`config.mk`:
```
export PLATFORM = sky130hd
export DESIGN_NAME = prot_region_lock
export DESIGN_NICKNAME = d
export VERILOG_FILES = /design/src/rtl/prl_pkg.sv /design/src/rtl/prl_region_match.sv /design/src/rtl/prl_cfg_regs.sv /design/src/rtl/prl_key_unit.sv /design/src/rtl/prot_region_lock.sv
export SDC_FILE = /design/constraint.sdc
export NUM_CORES = 1
export LEC_CHECK = 0
export BUFFER_PORTS_ARGS = -buffer_cell sky130_fd_sc_hd__buf_2
export CAP_MARGIN = 30
export CORE_ASPECT_RATIO = 1.75
export CORE_MARGIN = 2
export CORE_UTILIZATION = 55
export CTS_CLUSTER_DIAMETER = 50
export DETAILED_ROUTE_END_ITERATION = 8
export GPL_TIMING_DRIVEN = 0
export PLACE_DENSITY = 0.86
export SYNTH_ARGS = -nofsm -noshare
export SYNTH_HDL_FRONTEND = slang
export SYNTH_SLANG_ARGS = --single-unit
```
`constraint.sdc`:
```
create_clock -name clk_i -period 5.94 [get_ports clk_i]
set_input_delay 1.188 -clock clk_i [delete_from_list [all_inputs] [get_ports clk_i]]
set_output_delay 1.188 -clock clk_i [all_outputs]
set_load 0.01 [all_outputs]
```
`src/rtl/prl_pkg.sv`:
```
package prl_pkg;
  localparam logic [2:0] SEL_HDL   = 3'd0;
  localparam logic [2:0] SEL_RBASE = 3'd1;
  localparam logic [2:0] SEL_RMASK = 3'd2;
  localparam logic [2:0] SEL_LOCK  = 3'd3;
  localparam logic [2:0] SEL_KEY   = 3'd4;
endpackage

```
`src/rtl/prl_region_match.sv`:
```
module prl_region_match #(
  parameter int AW = 32
) (
  input  logic [AW-1:0] addr_i,
  input  logic [AW-1:0] base_i,
  input  logic [AW-1:0] lim_i,
  output logic          hit_o
);
  assign hit_o = ((addr_i & lim_i) == (base_i & lim_i));
endmodule

```
`src/rtl/prl_cfg_regs.sv`:
```
module prl_cfg_regs
  import prl_pkg::*;
#(
  parameter int AW = 32
) (
  input  logic          clk_i,
  input  logic          rst_ni,
  input  logic          wr_i,
  input  logic [2:0]    sel_i,
  input  logic [AW-1:0] wdata_i,
  input  logic          clr_lock_i,
  output logic [AW-1:0] hdl_q_o,
  output logic [AW-1:0] rbase_q_o,
  output logic [AW-1:0] rmask_q_o,
  output logic          lock_q_o
);
  logic open_wr;
  assign open_wr = wr_i && !lock_q_o;

  always_ff @(posedge clk_i or negedge rst_ni) begin
    if (!rst_ni) begin
      hdl_q_o   <= '0;
      rbase_q_o <= '0;
      rmask_q_o <= '0;
      lock_q_o  <= 1'b0;
    end else begin
      if (open_wr && sel_i == SEL_HDL)   hdl_q_o   <= wdata_i;
      if (open_wr && sel_i == SEL_RBASE) rbase_q_o <= wdata_i;
      if (open_wr && sel_i == SEL_RMASK) rmask_q_o <= wdata_i;
      if (clr_lock_i)                       lock_q_o <= 1'b0;
      else if (wr_i && sel_i == SEL_LOCK)   lock_q_o <= lock_q_o | wdata_i[0];
    end
  end

  // frozen while locked
  p_frozen_r3: assert property (@(posedge clk_i) disable iff (!rst_ni)
    lock_q_o |=> ($stable(hdl_q_o) && $stable(rbase_q_o) && $stable(rmask_q_o)));

  // zero write never releases lock
  p_no_soft_unlock_r9: assert property (@(posedge clk_i) disable iff (!rst_ni)
    (lock_q_o && !clr_lock_i) |=> lock_q_o);
endmodule

```
`src/rtl/prl_key_unit.sv`:
```
module prl_key_unit #(
  parameter int KW = 64
) (
  input  logic          clk_i,
  input  logic          rst_ni,
  input  logic          key_wr_i,
  input  logic [KW-1:0] wdata_i,
  input  logic          lock_i,
  output logic          clr_lock_o,
  output logic          miss_o
);
  logic [KW-1:0] key_q;
  logic          armed_q;
  logic          match;

  assign match      = armed_q && (wdata_i == key_q);
  assign clr_lock_o = key_wr_i && lock_i && match;

  always_ff @(posedge clk_i or negedge rst_ni) begin
    if (!rst_ni) begin
      key_q   <= '0;
      armed_q <= 1'b0;
      miss_o  <= 1'b0;
    end else begin
      miss_o <= key_wr_i && lock_i && !match;
      if (key_wr_i && !lock_i) begin
        key_q   <= wdata_i;
        armed_q <= 1'b1;
      end
    end
  end

  // key is only loaded while unlocked
  p_key_frozen_r6: assert property (@(posedge clk_i) disable iff (!rst_ni)
    lock_i |=> $stable(key_q));

  p_unlock_needs_arm_r7: assert property (@(posedge clk_i) disable iff (!rst_ni)
    clr_lock_o |-> armed_q);
endmodule

```
`src/rtl/prot_region_lock.sv`:
```
module prot_region_lock
  import prl_pkg::*;
#(
  parameter int AW = 32,
  parameter int DW = 64,
  parameter int KW = 64
) (
  input  logic          clk_i,
  input  logic          rst_ni,
  input  logic          reg_we_i,
  input  logic          reg_priv_i,
  input  logic [2:0]    reg_sel_i,
  input  logic [DW-1:0] reg_wdata_i,
  output logic [DW-1:0] reg_rdata_o,
  input  logic [AW-1:0] chk_addr_i,
  input  logic          chk_priv_i,
  input  logic          chk_read_i,
  input  logic [DW-1:0] chk_mem_rdata_i,
  output logic          chk_deny_o,
  output logic [DW-1:0] chk_rdata_o,
  output logic          lock_o,
  output logic          key_miss_o,
  output logic          hdl_outside_o
);
  localparam int NCHK = 2;

  logic          wr;
  logic          clr_lock;
  logic [AW-1:0] hdl_q, rbase_q, rmask_q, lim;
  logic          active;
  logic [AW-1:0] probe [NCHK];
  logic [NCHK-1:0] hit;

  assign wr = reg_we_i && reg_priv_i;

  prl_cfg_regs #(.AW(AW)) i_cfg (
    .clk_i(clk_i), .rst_ni(rst_ni), .wr_i(wr), .sel_i(reg_sel_i),
    .wdata_i(reg_wdata_i[AW-1:0]), .clr_lock_i(clr_lock),
    .hdl_q_o(hdl_q), .rbase_q_o(rbase_q), .rmask_q_o(rmask_q), .lock_q_o(lock_o)
  );

  prl_key_unit #(.KW(KW)) i_key (
    .clk_i(clk_i), .rst_ni(rst_ni), .key_wr_i(wr && reg_sel_i == SEL_KEY),
    .wdata_i(reg_wdata_i[KW-1:0]), .lock_i(lock_o),
    .clr_lock_o(clr_lock), .miss_o(key_miss_o)
  );

  assign active   = &rmask_q[1:0];
  assign lim      = {rmask_q[AW-1:2], 2'b00};
  assign probe[0] = chk_addr_i;
  assign probe[1] = hdl_q;

  for (genvar g = 0; g < NCHK; g++) begin : g_match
    prl_region_match #(.AW(AW)) i_match (
      .addr_i(probe[g]), .base_i(rbase_q), .lim_i(lim), .hit_o(hit[g])
    );
  end

  assign chk_deny_o    = active && hit[0] && !chk_priv_i;
  assign chk_rdata_o   = (chk_deny_o && chk_read_i) ? '1 : chk_mem_rdata_i;
  assign hdl_outside_o = active && !hit[1];

  always_comb begin
    reg_rdata_o = '0;
    if (reg_priv_i) begin
      case (reg_sel_i)
        SEL_HDL:   reg_rdata_o = DW'(hdl_q);
        SEL_RBASE: reg_rdata_o = DW'(rbase_q);
        SEL_RMASK: reg_rdata_o = DW'(rmask_q);
        SEL_LOCK:  reg_rdata_o = DW'(lock_o);
        default:   reg_rdata_o = '0;
      endcase
    end
  end

  p_priv_pass_r4: assert property (@(posedge clk_i) disable iff (!rst_ni)
    chk_priv_i |-> !chk_deny_o);

  p_inactive_pass_r4: assert property (@(posedge clk_i) disable iff (!rst_ni)
    !(rmask_q[0] && rmask_q[1]) |-> !chk_deny_o);

  p_fill_ones_r5: assert property (@(posedge clk_i) disable iff (!rst_ni)
    (chk_deny_o && chk_read_i) |-> (&chk_rdata_o));

  p_miss_keeps_lock_r8: assert property (@(posedge clk_i) disable iff (!rst_ni)
    key_miss_o |-> (lock_o && $stable(lock_o)));

  p_unlock_by_key_r7: assert property (@(posedge clk_i) disable iff (!rst_ni)
    $fell(lock_o) |-> $past(reg_we_i && reg_priv_i && reg_sel_i == SEL_KEY));

  p_key_reads_zero_r6: assert property (@(posedge clk_i) disable iff (!rst_ni)
    (reg_sel_i == SEL_KEY) |-> (reg_rdata_o == '0));
endmodule

```
==> impl_metrics.ini <==
[outcome]
status = finished, final reports clean

[yosys]
synthCells = 896
synth_edf_count = 0
synthArstFlopShare = 1.00
synth_ff_type = dfrtp_1
ys.warnings.count = 0
syn_area_mm2 = 0.00909
ys_types = 37
syn_avg_cell_area_um2 = 10.1
synth-seq-cells = 163
yosysSeqAreaShare = 0.449

[routing]
dr_wl_met2_um = 16500
wl_met3_um = 2810
wl_per_cell_um = 22.3
vias_per_cell = 5.86
drt-met1-wl_um = 10000
vias = 8294
top_layer_used = met4
drtIter0Drc = 605
drc = 0
firstDrtPassIters = 7
ant_nets = 0
drt_wl_total_um = 31500

[finish]
stdcell_count = 1415
post_route_cells_drive_above_1_share = 0.368
area_growth_pct = 25.3
layout_commonest_cell = buf_2
final_nets = 1380
mostFrequentLayoutCells = buf_2 (279), dfrtp_1 (163), mux2_2 (103), xor2_1 (91), nor2_1 (69)
nFillCells = 1237

[critical_path]
crit_arrival_ps = 3180
crit_path_start_kind = input port
cpMaxStageDelayCell = xor2_1
crit_path_end_kind = output port
path_common_cell = buf_2
cp_cell_sequence = buf_2, xor2_1, a22oi_1, and3_1, nand4_2, clkbuf_1, nand2b_1, buf_2
path_max_fanout = 10
crit_type = in2out
crit_buf_inv = 3
cp_slowest_stage_delay_ps = 470
crit_family = simple AND/OR/NAND/NOR gates
r2r_setup_slack_ps = 3540
cp.required_ps = 4750

[timing]
slew_headroom = 0.449
rsz0062_at_grt = no
min_period_over_period = 0.736
setup_viol = 0
drv_slew = 0
tns_ps = 0
hold_viol = 0
fmax_ghz = 0.229
min_period_ps = 4370
skew_ps = 5.96
tightest_slew_ps = 819

[grt]
grt_pass1_vias = 8179
grt_max_degree = 84
antenna_found_initial = 0
globalRouteOverflowTotal = 0
grt_pass1_wl_um = 45500
track_usage = 0.351

[cts]
cts_tree = built
tritoncts.num_buffers = 17
cts-root-buf = clkbuf_16
cts_max_level = 4
postCtsSetupBuffers = 0
post_cts_resized = 0
cts.path.max_buffers = 2
clock_latency_ps = 430
clk_pin_slew_ps = 60
ctsHoldBuffers = 0
clkSinkCount = 163

[placement]
placed_cells = 1384
hpwlAfterDp_um = 23600
io_buffer_count = 264
gp_routability_congestion = 0.984

[floorplan]
die-area_mm2 = 0.0176
core-area_mm2 = 0.0163
die_x_um = 101
die_height_um = 174
initial_core_util = 0.558
num_rows = 62
pin_count = 301

[power]
ir_drop_v = 0.000240
power_density_mw_per_mm2 = 322
leakage_uw = 0.00589

[hold_path]
hold_path_class = reg2reg

[flow_run]
maxCapViolCount = 0
-- power by group --
group | switching (uW) | leakage [uW] | internal (uW)
Combinational | 486 | 0.00358 | 451
Clock | 441 | 0.000285 | 665
Sequential | 264 | 0.00202 | 1360
Total | 1190 | 0.00589 | 2470
-- final cells by class --
cell class	count	area, um^2	area share
plain buffers	75	422	0.0370
clock buffers	20	447	0.0392
inverters	29	109	0.00955
flip-flops and latches	163	4080	0.358
clock inverters	10	135	0.0119
multi-input cells	660	4600	0.404
repair buffers	265	1360	0.119
diodes	1	2.50	0.000220
well taps	192	240	0.0211
-- registers in the layout, summed over array words and instances, names as in the netlist --
name,cells
i_cfg.lock_q_o,1
i_cfg.rmask_q_o,32
i_key.armed_q,1
i_cfg.rbase_q_o,32
i_key.key_q,64
i_cfg.hdl_q_o,32
i_key.miss_o,1
-- Yosys cell counts, types with 2 or more instances --
| cell type | count | area share |
|---|---|---|
| nor4_1 | 16 | 0.011 |
| a22o_1 | 5 | 0.0048 |
| and3_1 | 4 | 0.0028 |
| clkbuf_1 | 25 | 0.010 |
| o2bb2ai_1 | 5 | 0.0048 |
| dfrtp_1 | 163 | 0.45 |
| mux2_2 | 103 | 0.13 |
| inv_1 | 29 | 0.012 |
| a22oi_1 | 25 | 0.021 |
| a21oi_1 | 32 | 0.018 |
| buf_4 | 32 | 0.026 |
| buf_1 | 2 | 0.00083 |
| nand2b_1 | 67 | 0.046 |
| mux2i_1 | 31 | 0.034 |
| xor2_1 | 91 | 0.088 |
| o21ai_0 | 60 | 0.033 |
| nor2b_1 | 10 | 0.0069 |
| nand3_1 | 2 | 0.0011 |
| buf_2 | 16 | 0.0088 |
| nand2_1 | 67 | 0.028 |
| o22ai_1 | 10 | 0.0069 |
| a2111o_1 | 2 | 0.0025 |
| nand4_1 | 10 | 0.0069 |
| nand3b_1 | 8 | 0.0066 |
| nor2_1 | 69 | 0.028 |
-- worst paths after layout --
path | cells after the start | end | from
min in group asynchronous | 1 | i_key.key_q[23]$_DFFE_PN0P_ | rst_ni
worst min register to register | 1 | i_key.armed_q$_DFFE_PN0P_ | i_key.armed_q$_DFFE_PN0P_
max in group asynchronous | 2 | i_cfg.rmask_q_o[8]$_DFFE_PN0P_ | rst_ni
worst max register to register | 5 | i_cfg.lock_q_o$_DFFE_PN0P_ | i_key.key_q[63]$_DFFE_PN0P_
worst min-delay path | 1 | i_key.armed_q$_DFFE_PN0P_ | i_key.armed_q$_DFFE_PN0P_
worst max-delay path | 8 | chk_rdata_o[8] | chk_addr_i[15]
-- routing by layer --
metal | up-vias | track usage
met4 | 0 | 0.218
met3 | 122 | 0.0663
met5 | - | 0
li1 | 3645 | -
met2 | 557 | 0.635
met1 | 3970 | 0.361
-- metrics by stage --
step	hold WS [ps]	instance area (um^2)	setup slack, ps	power [uW]	util
after floorplan	427	9210	2370	2150	-
after global placement	442	10800	1240	2470	0.661
after detailed placement	454	10800	1580	2520	0.664
after CTS	485	11400	1580	3630	0.699
after global routing	511	11400	1470	3800	0.699
final	490	11400	1570	3660	0.699
-- cell families after synthesis --
family / after synthesis / synth area share
mux: 135 / 0.164
buf+inv: 104 / 0.0583
other cells: 1 / 0.000412
xor+xnor: 91 / 0.0876
compound gates: 145 / 0.0988
flops: 163 / 0.449
simple gates: 257 / 0.142
Power figures use the tool's default switching activity.
